File: config.mk
export PLATFORM = sky130hd
export DESIGN_NAME = uart_rx_path
export DESIGN_NICKNAME = d
export VERILOG_FILES = /design/src/rtl/rxp_pkg.sv /design/src/rtl/rxp_framer.sv /design/src/rtl/rxp_accept.sv /design/src/rtl/rxp_fifo.sv /design/src/rtl/uart_rx_path.sv
export SDC_FILE = /design/constraint.sdc
export NUM_CORES = 1
export LEC_CHECK = 0
export CAP_MARGIN = 10
export CELL_PAD_IN_SITES_DETAIL_PLACEMENT = 0
export CELL_PAD_IN_SITES_GLOBAL_PLACEMENT = 1
export CORE_ASPECT_RATIO = 0.75
export CORE_MARGIN = 2
export CORE_UTILIZATION = 47
export CTS_CLUSTER_DIAMETER = 60
export DETAILED_ROUTE_END_ITERATION = 12
export PLACE_DENSITY_LB_ADDON = 0.1
export SYNTH_ARGS = -nofsm -noshare
export SYNTH_HDL_FRONTEND = slang
export SYNTH_SLANG_ARGS = --single-unit
File: constraint.sdc
create_clock -name clk -period 3.3 [get_ports clk]
set_input_delay 0.99 -clock clk [delete_from_list [all_inputs] [get_ports clk]]
set_output_delay 0.99 -clock clk [all_outputs]
set_load 0.02 [all_outputs]
File: src/rtl/rxp_pkg.sv
package rxp_pkg;
  typedef enum logic [2:0] {
    ST_IDLE, ST_START, ST_DATA, ST_STOP, ST_TAIL, ST_BRKW, ST_HOLD
  } rx_state_e;

  typedef enum logic [1:0] {
    PAR_NONE = 2'd0, PAR_EVEN = 2'd1, PAR_ODD = 2'd2, PAR_RSVD = 2'd3
  } par_mode_e;
endpackage

File: src/rtl/rxp_framer.sv
module rxp_framer
  import rxp_pkg::*;
#(
  parameter int OVS      = 16,
  parameter int DW       = 8,
  parameter int BRK_BITS = 11
) (
  input  logic          clk,
  input  logic          rst,
  input  logic          en,
  input  logic          tick,
  input  logic          rxd,
  input  logic [1:0]    cfg_par,
  input  logic          cfg_nine,
  input  logic          cfg_stop_end,
  output logic          fr_valid,
  output logic [DW-1:0] fr_data,
  output logic          fr_flag9,
  output logic          fr_perr,
  output logic          fr_ferr,
  output logic          brk_pulse,
  output logic          idle
);
  localparam int CW   = $clog2(OVS);
  localparam int HALF = OVS / 2;
  localparam int BW   = $clog2(DW + 1);
  localparam int LW   = $clog2(DW + BRK_BITS + 4);

  logic [1:0]    sync;
  logic          rx_s;
  rx_state_e     st;
  logic [CW-1:0] cnt;
  logic [BW-1:0] bitn, last_bit;
  logic [DW:0]   sr;
  logic [LW-1:0] lowcnt, lc_next, frame_lows;
  logic          par_on, ext, perr_calc, cnt_full, cnt_half;

  assign rx_s       = sync[1];
  assign par_on     = !cfg_nine && (cfg_par == PAR_EVEN || cfg_par == PAR_ODD);
  assign ext        = cfg_nine | par_on;
  assign last_bit   = BW'(DW - 1) + BW'(ext);
  assign frame_lows = LW'(DW + 2) + LW'(ext);
  assign lc_next    = rx_s ? '0 : ((&lowcnt) ? lowcnt : lowcnt + 1'b1);
  assign cnt_full   = (cnt == CW'(OVS - 1));
  assign cnt_half   = (cnt == CW'(HALF - 1));
  assign perr_calc  = par_on && ((^sr) != (cfg_par == PAR_ODD));
  assign idle       = (st == ST_IDLE);

  always_ff @(posedge clk) begin
    if (rst) begin
      sync      <= 2'b11;
      st        <= ST_IDLE;
      cnt       <= '0;
      bitn      <= '0;
      sr        <= '0;
      lowcnt    <= '0;
      fr_valid  <= 1'b0;
      fr_data   <= '0;
      fr_flag9  <= 1'b0;
      fr_perr   <= 1'b0;
      fr_ferr   <= 1'b0;
      brk_pulse <= 1'b0;
    end else begin
      sync      <= {sync[0], rxd};
      fr_valid  <= 1'b0;
      brk_pulse <= 1'b0;
      if (!en) begin
        st <= ST_IDLE;
      end else if (tick) begin
        case (st)
          ST_IDLE: if (!rx_s) begin
            st  <= ST_START;
            cnt <= '0;
          end
          ST_START: if (cnt_half) begin
            cnt <= '0;
            if (!rx_s) begin
              st     <= ST_DATA;
              bitn   <= '0;
              lowcnt <= LW'(1);
            end else begin
              st <= ST_IDLE;
            end
          end else begin
            cnt <= cnt + 1'b1;
          end
          ST_DATA: if (cnt_full) begin
            cnt      <= '0;
            sr[bitn] <= rx_s;
            lowcnt   <= lc_next;
            bitn     <= bitn + 1'b1;
            if (bitn == last_bit) st <= ST_STOP;
          end else begin
            cnt <= cnt + 1'b1;
          end
          ST_STOP: if (cnt_full) begin
            cnt <= '0;
            if (rx_s) begin
              if (cfg_stop_end) begin
                st <= ST_TAIL;
              end else begin
                fr_valid <= 1'b1;
                fr_data  <= sr[DW-1:0];
                fr_flag9 <= sr[DW] & cfg_nine;
                fr_perr  <= perr_calc;
                fr_ferr  <= 1'b0;
                st       <= ST_IDLE;
              end
            end else if (lc_next == frame_lows) begin
              if (lc_next >= LW'(BRK_BITS)) begin
                brk_pulse <= 1'b1;
                st        <= ST_HOLD;
              end else begin
                lowcnt <= lc_next;
                st     <= ST_BRKW;
              end
            end else begin
              fr_valid <= 1'b1;
              fr_data  <= sr[DW-1:0];
              fr_flag9 <= sr[DW] & cfg_nine;
              fr_perr  <= perr_calc;
              fr_ferr  <= 1'b1;
              st       <= ST_HOLD;
            end
          end else begin
            cnt <= cnt + 1'b1;
          end
          ST_TAIL: if (cnt_half) begin
            cnt      <= '0;
            fr_valid <= 1'b1;
            fr_data  <= sr[DW-1:0];
            fr_flag9 <= sr[DW] & cfg_nine;
            fr_perr  <= perr_calc;
            fr_ferr  <= 1'b0;
            st       <= ST_IDLE;
          end else begin
            cnt <= cnt + 1'b1;
          end
          ST_BRKW: if (cnt_full) begin
            cnt <= '0;
            if (!rx_s) begin
              lowcnt <= lc_next;
              if (lc_next >= LW'(BRK_BITS)) begin
                brk_pulse <= 1'b1;
                st        <= ST_HOLD;
              end
            end else begin
              fr_valid <= 1'b1;
              fr_data  <= '0;
              fr_flag9 <= 1'b0;
              fr_perr  <= perr_calc;
              fr_ferr  <= 1'b1;
              st       <= ST_IDLE;
            end
          end else begin
            cnt <= cnt + 1'b1;
          end
          ST_HOLD: if (rx_s) st <= ST_IDLE;
          default: st <= ST_IDLE;
        endcase
      end
    end
  end


  en_stop_chk: assert property (@(posedge clk) disable iff (rst)
    !en |=> (st == ST_IDLE) && !fr_valid);


  false_start_chk: assert property (@(posedge clk) disable iff (rst)
    (en && tick && st == ST_START && cnt_half && rx_s) |=> (st == ST_IDLE));


  brk_no_byte_chk: assert property (@(posedge clk) disable iff (rst)
    brk_pulse |-> !fr_valid && (st == ST_HOLD));
endmodule

File: src/rtl/rxp_accept.sv
module rxp_accept #(
  parameter int DW = 8
) (
  input  logic          clk,
  input  logic          rst,
  input  logic          fr_valid,
  input  logic [DW-1:0] fr_data,
  input  logic          fr_flag9,
  input  logic          fr_perr,
  input  logic          fr_ferr,
  input  logic          brk_pulse,
  input  logic          cfg_nine,
  input  logic [DW-1:0] cfg_addr,
  input  logic [DW-1:0] cfg_mask,
  input  logic          fifo_full,
  input  logic          flag_clr,
  output logic          push,
  output logic [DW-1:0] push_data,
  output logic          addr_match,
  output logic          parity_err,
  output logic          frame_err,
  output logic          break_rx,
  output logic          overflow
);
  logic match_q, hit, keep, ovf_set;

  assign hit        = (((fr_data ^ cfg_addr) & cfg_mask) == '0);
  assign keep       = !cfg_nine || (fr_flag9 ? hit : match_q);
  assign ovf_set    = push && fifo_full;
  assign addr_match = match_q && cfg_nine;

  always_ff @(posedge clk) begin
    if (rst) begin
      push       <= 1'b0;
      push_data  <= '0;
      match_q    <= 1'b0;
      parity_err <= 1'b0;
      frame_err  <= 1'b0;
      break_rx   <= 1'b0;
      overflow   <= 1'b0;
    end else begin
      push <= fr_valid && keep;
      if (fr_valid) push_data <= fr_data;
      if (fr_valid && cfg_nine && fr_flag9) match_q <= hit;

      if (fr_valid && fr_perr) parity_err <= 1'b1;
      else if (flag_clr)       parity_err <= 1'b0;
      if (fr_valid && fr_ferr) frame_err <= 1'b1;
      else if (flag_clr)       frame_err <= 1'b0;
      if (brk_pulse)           break_rx <= 1'b1;
      else if (flag_clr)       break_rx <= 1'b0;
      if (ovf_set)             overflow <= 1'b1;
      else if (flag_clr)       overflow <= 1'b0;
    end
  end


  addr_drop_chk: assert property (@(posedge clk) disable iff (rst)
    (fr_valid && cfg_nine && fr_flag9 && !hit) |=> !push && !match_q);


  ovf_sticky_chk: assert property (@(posedge clk) disable iff (rst)
    (push && fifo_full) |=> overflow);


  flag_clear_chk: assert property (@(posedge clk) disable iff (rst)
    (flag_clr && !fr_valid && !brk_pulse && !(push && fifo_full))
      |=> !parity_err && !frame_err && !break_rx && !overflow);
endmodule

File: src/rtl/rxp_fifo.sv
module rxp_fifo #(
  parameter int DW    = 8,
  parameter int DEPTH = 8
) (
  input  logic                     clk,
  input  logic                     rst,
  input  logic                     push,
  input  logic [DW-1:0]            push_data,
  input  logic                     pop_req,
  input  logic [$clog2(DEPTH):0]   lvl,
  output logic [DW-1:0]            rd_data,
  output logic [$clog2(DEPTH):0]   count,
  output logic                     full,
  output logic                     avail,
  output logic                     irq
);
  localparam int AW  = $clog2(DEPTH);
  localparam int CNW = AW + 1;

  logic [DW-1:0] mem [DEPTH];
  logic [AW-1:0] wptr, rptr;
  logic          do_push, do_pop;

  assign full    = (count == CNW'(DEPTH));
  assign avail   = (count != '0);
  assign do_push = push && !full;
  assign do_pop  = pop_req && avail;

  always_ff @(posedge clk) begin
    if (do_push) mem[wptr] <= push_data;
  end

  always_ff @(posedge clk) begin
    if (rst) begin
      wptr    <= '0;
      rptr    <= '0;
      count   <= '0;
      rd_data <= '0;
      irq     <= 1'b0;
    end else begin
      if (do_push) wptr <= (wptr == AW'(DEPTH - 1)) ? '0 : wptr + 1'b1;
      if (do_pop) begin
        rptr    <= (rptr == AW'(DEPTH - 1)) ? '0 : rptr + 1'b1;
        rd_data <= mem[rptr];
      end
      case ({do_push, do_pop})
        2'b10:   count <= count + 1'b1;
        2'b01:   count <= count - 1'b1;
        default: count <= count;
      endcase
      irq <= (count >= lvl);
    end
  end


  pop_count_chk: assert property (@(posedge clk) disable iff (rst)
    (pop_req && count != '0 && !push) |=> count == $past(count) - 1'b1);


  irq_empty_chk: assert property (@(posedge clk) disable iff (rst)
    (count == '0) |=> !irq);


  full_hold_chk: assert property (@(posedge clk) disable iff (rst)
    (full && push && !pop_req) |=> full);
endmodule

File: src/rtl/uart_rx_path.sv
module uart_rx_path #(
  parameter int OVS      = 16,
  parameter int DW       = 8,
  parameter int DEPTH    = 8,
  parameter int BRK_BITS = 11
) (
  input  logic                       clk,
  input  logic                       rst,
  input  logic                       rx_en,
  input  logic                       baud_tick,
  input  logic                       rxd,
  input  logic [1:0]                 cfg_par,
  input  logic                       cfg_nine,
  input  logic [DW-1:0]              cfg_addr,
  input  logic [DW-1:0]              cfg_addr_mask,
  input  logic [$clog2(DEPTH)-1:0]   cfg_wm,
  input  logic                       cfg_stop_end,
  input  logic                       flag_clr,
  input  logic                       rd_en,
  output logic [DW-1:0]              rd_data,
  output logic                       rx_avail,
  output logic                       irq_wm,
  output logic                       parity_err,
  output logic                       frame_err,
  output logic                       overflow,
  output logic                       break_rx,
  output logic                       addr_match,
  output logic                       idle
);
  localparam int AW  = $clog2(DEPTH);
  localparam int CNW = AW + 1;

  logic          fr_valid, fr_flag9, fr_perr, fr_ferr, brk_pulse;
  logic [DW-1:0] fr_data, push_data;
  logic          push, fifo_full;
  logic [CNW-1:0] lvl, count;

  assign lvl = CNW'(cfg_wm) + 1'b1;

  rxp_framer #(.OVS(OVS), .DW(DW), .BRK_BITS(BRK_BITS)) u_framer (
    .clk, .rst, .en(rx_en), .tick(baud_tick), .rxd,
    .cfg_par, .cfg_nine, .cfg_stop_end,
    .fr_valid, .fr_data, .fr_flag9, .fr_perr, .fr_ferr, .brk_pulse, .idle
  );

  rxp_accept #(.DW(DW)) u_accept (
    .clk, .rst, .fr_valid, .fr_data, .fr_flag9, .fr_perr, .fr_ferr, .brk_pulse,
    .cfg_nine, .cfg_addr, .cfg_mask(cfg_addr_mask), .fifo_full, .flag_clr,
    .push, .push_data, .addr_match, .parity_err, .frame_err, .break_rx, .overflow
  );

  rxp_fifo #(.DW(DW), .DEPTH(DEPTH)) u_fifo (
    .clk, .rst, .push, .push_data, .pop_req(rd_en), .lvl,
    .rd_data, .count, .full(fifo_full), .avail(rx_avail), .irq(irq_wm)
  );
endmodule

==> flow_metrics.env <==
export IMPL_h_tree_depth=4
export IMPL_critPathLaunchType="primary input"
export IMPL_cts_buffer_depth=2
export IMPL_crit_fanout=6
export IMPL_area_growth_pct=19.57
export IMPL_final_common_cell="dfxtp_1"
export IMPL_finClkSkew_ns=0.01326
export IMPL_syn_area_sq_um=6344
export IMPL_synth_fa_ha_area_frac=0.04221
export IMPL_power_leakage_uw=0.002674
export IMPL_finalCriticalPeriod_ns=3.109
export IMPL_synth_edf_count=64
export IMPL_layout_common_cells="73 x dfxtp_1, 64 x edfxtp_1, 60 x nor2_1"
export IMPL_ant_nets=0
export IMPL_synthMuxAreaShare=0.1026
export IMPL_met2_usage=0.2716
export IMPL_async_reset_ff_frac=0
export IMPL_clock_sinks=137
export IMPL_synth_compound_area_share=0.1166
export IMPL_die_area_sq_um=14450
export IMPL_grt_pass1_wl_um=22950
export IMPL_ys_flop_type="dfxtp_1"
export IMPL_use_met1=0.3155
export IMPL_finalHoldViolations=0
export IMPL_grt_max_degree=43
export IMPL_synth_xor_area_share=0.03037
export IMPL_stdcell_area_sq_um=7585
export IMPL_ios=46
export IMPL_synth_top_family_by_area="simple AND/OR/NAND/NOR gates"
export IMPL_cts_clk_slew_worst_paths_ns=0.06
export IMPL_globalRouteMet3Util=0.04995
export IMPL_cts_tree="built"
export IMPL_pre_cts_ws_ns=-0.1048
export IMPL_drc=0
export IMPL_fmax_mhz=321.7
export IMPL_track_usage=0.2017
export IMPL_fin_crit_sh=0.9421
export IMPL_final_cells=810
export IMPL_numCtsBuffers=17
export IMPL_io_buffers=45
export IMPL_critical_path_arrival_ns=2.12
export IMPL_grt_overflow=0
export IMPL_p_total_uw=3653
export IMPL_first_global_vias=4324
export IMPL_syn_nets=621
export IMPL_synth_avg_cell_area_sq_um=11.11
export IMPL_start_util=0.4856
export IMPL_setup_viol=0
export IMPL_routed_wl_um=14040
export IMPL_placed_cell_area_sq_um=7030
export IMPL_drt_initial_drc_count=347
export IMPL_netlist_cell_type_count=57
export IMPL_required_ns=2.31
export IMPL_antenna_found_initial=0
export IMPL_ys_ff_latch=137
export IMPL_clk_latency_ns=0.42
export IMPL_num_vias=4574
export IMPL_core_sq_um=13060
export IMPL_status="completed"
export IMPL_yosysSeqAreaShare=0.5333
export IMPL_drt_pass1_iterations=5
export IMPL_hpwl_um=9841
export IMPL_die_width_um=138.2
export IMPL_crit_type="in2out"
export IMPL_place_congestion=0.8187
export IMPL_cap_violations=0
export IMPL_ys_warn_count=0
export IMPL_diodes=0
export IMPL_slew_violations=0
export IMPL_tns_ns=0
export IMPL_hp_class="reg2reg"
export IMPL_slew_headroom=0.4044
export IMPL_grt_busiest_layer="met1"
export IMPL_rows=36
export IMPL_synth_simple_area_share=0.1456
export IMPL_setup_slack_ns=0.1912
export IMPL_rsz0062_at_grt="false"
export IMPL_avgViaCountPerCell=5.647
export IMPL_vdd_ir_drop_worst_v=0.0003850
export IMPL_cts_root_buf="clkbuf_16"
export IMPL_tightest_slew_ns=0.8901
export IMPL_die_h_um=104.6
export IMPL_post_route_cells_drive_above_1_share=0.1158
export IMPL_dp_cells=778
export IMPL_post_drt_wl_per_cell_um=17.34
export IMPL_endpoint_kind="primary output"
export IMPL_synth_cells=571
export IMPL_cellPowerDensity_nw_per_um2=481.6
export IMPL_nets=676
==> what timing repair did <==
action                     in CTS  in global routing
setup endpoints to repair       1                  0
hold buffers                    0                  0
setup buffers                   0                  0
resized for setup               1                  0
==> per-stage QoR <==
stage	util	hold WS [ns]
2_1_floorplan	-	0.3895
3_3_place_gp	0.5382	0.4177
3_5_place_dp	0.5382	0.4082
4_1_cts	0.5807	0.4265
5_1_grt	0.5807	0.4505
6_report	0.5807	0.4243
==> sequential cells by signal, summed over array words and instances (netlist names), 2 cells and up <==
signal              count
u_framer.st             3
u_fifo.rptr             3
u_framer.lowcnt         5
u_fifo.rd_data          8
u_framer.sr             9
u_fifo.count            4
u_framer.cnt            4
u_accept.push_data      8
u_framer.bitn           4
u_fifo.wptr             3
u_framer.fr_data        8
u_fifo.mem             64
u_framer.sync           2
==> kinds of logic (layout without fill, tap and decap cells) <==
kind of cell	count (synthesis)	after routing
AND/OR/NAND/NOR	184	184
flip-flops	137	137
AO/OA/AOI/OAI	114	114
buffers and inverters	48	116
multiplexers	45	45
XOR/XNOR	22	22
adder cells (fa/ha/maj)	21	21
==> final cells by class <==
type / instances / area, sq um
sequential: 137 / 3383
fill: 1125 / 5478
clock inverter: 15 / 130.1
multi-input combinational: 386 / 2774
timing repair buffer: 63 / 579.3
clock buffer: 17 / 425.4
tap: 171 / 214.0
inverter: 21 / 78.83
==> power breakdown <==
group	total (uW)	switching, uW	internal (uW)
Combinational	114	57.4	56.7
Clock	1770	785	990
Sequential	1760	0.770	1760
==> final timing paths <==
path                          from          endpoint  slack [ns]  cells after the start
setup / recovery          cfg_nine        addr_match        0.19                      3
hold / removal    u_framer.sync[0]  u_framer.sync[1]        0.42                      1
setup reg to reg   u_fifo.count[0]   u_fifo.count[3]        0.67                     10
hold reg to reg   u_framer.sync[0]  u_framer.sync[1]        0.42                      1
==> per-layer routing <==
| layer | vias up | share of wire |
|---|---|---|
| li1 | 2235 | - |
| met1 | 2197 | 0.53 |
| met2 | 130 | 0.41 |
| met3 | 12 | 0.053 |
| met4 | 0 | 0.011 |
| met5 | - | 0 |
==> cells in the mapped netlist (all sizes together), types with 2 or more instances <==
master,number,area share
mux2i,29,0.046
clkbuf,16,0.0095
a31o,4,0.0055
xnor2,11,0.015
edfxtp,64,0.30
or2,2,0.0020
nor2,60,0.036
mux4,16,0.057
and2,5,0.0049
a21oi,32,0.025
and3b,2,0.0028
inv,20,0.012
a22oi,7,0.0083
nor2b,4,0.0039
ha,19,0.037
a21o,5,0.0059
o211ai,5,0.0059
dfxtp,73,0.23
a211oi,14,0.017
nand2,41,0.024
nand2b,8,0.0079
or3,6,0.0059
xor2,11,0.015
and3,4,0.0039
nand4,10,0.0099
a41oi,2,0.0028
nand3b,4,0.0047
nor4,5,0.0097
buf,11,0.0075
o221ai,2,0.0028
nor3,16,0.013
o21ai,24,0.019
a31oi,5,0.0049
nand3,11,0.0087
a311oi,3,0.0041
==> critical path, cell delays in order <==
cell and delay, ns:
clkdlybuf4s50_1 0.60, and2_1 0.19, dlygate4sd2_1 0.34
(Power assumes the default switching activity.)
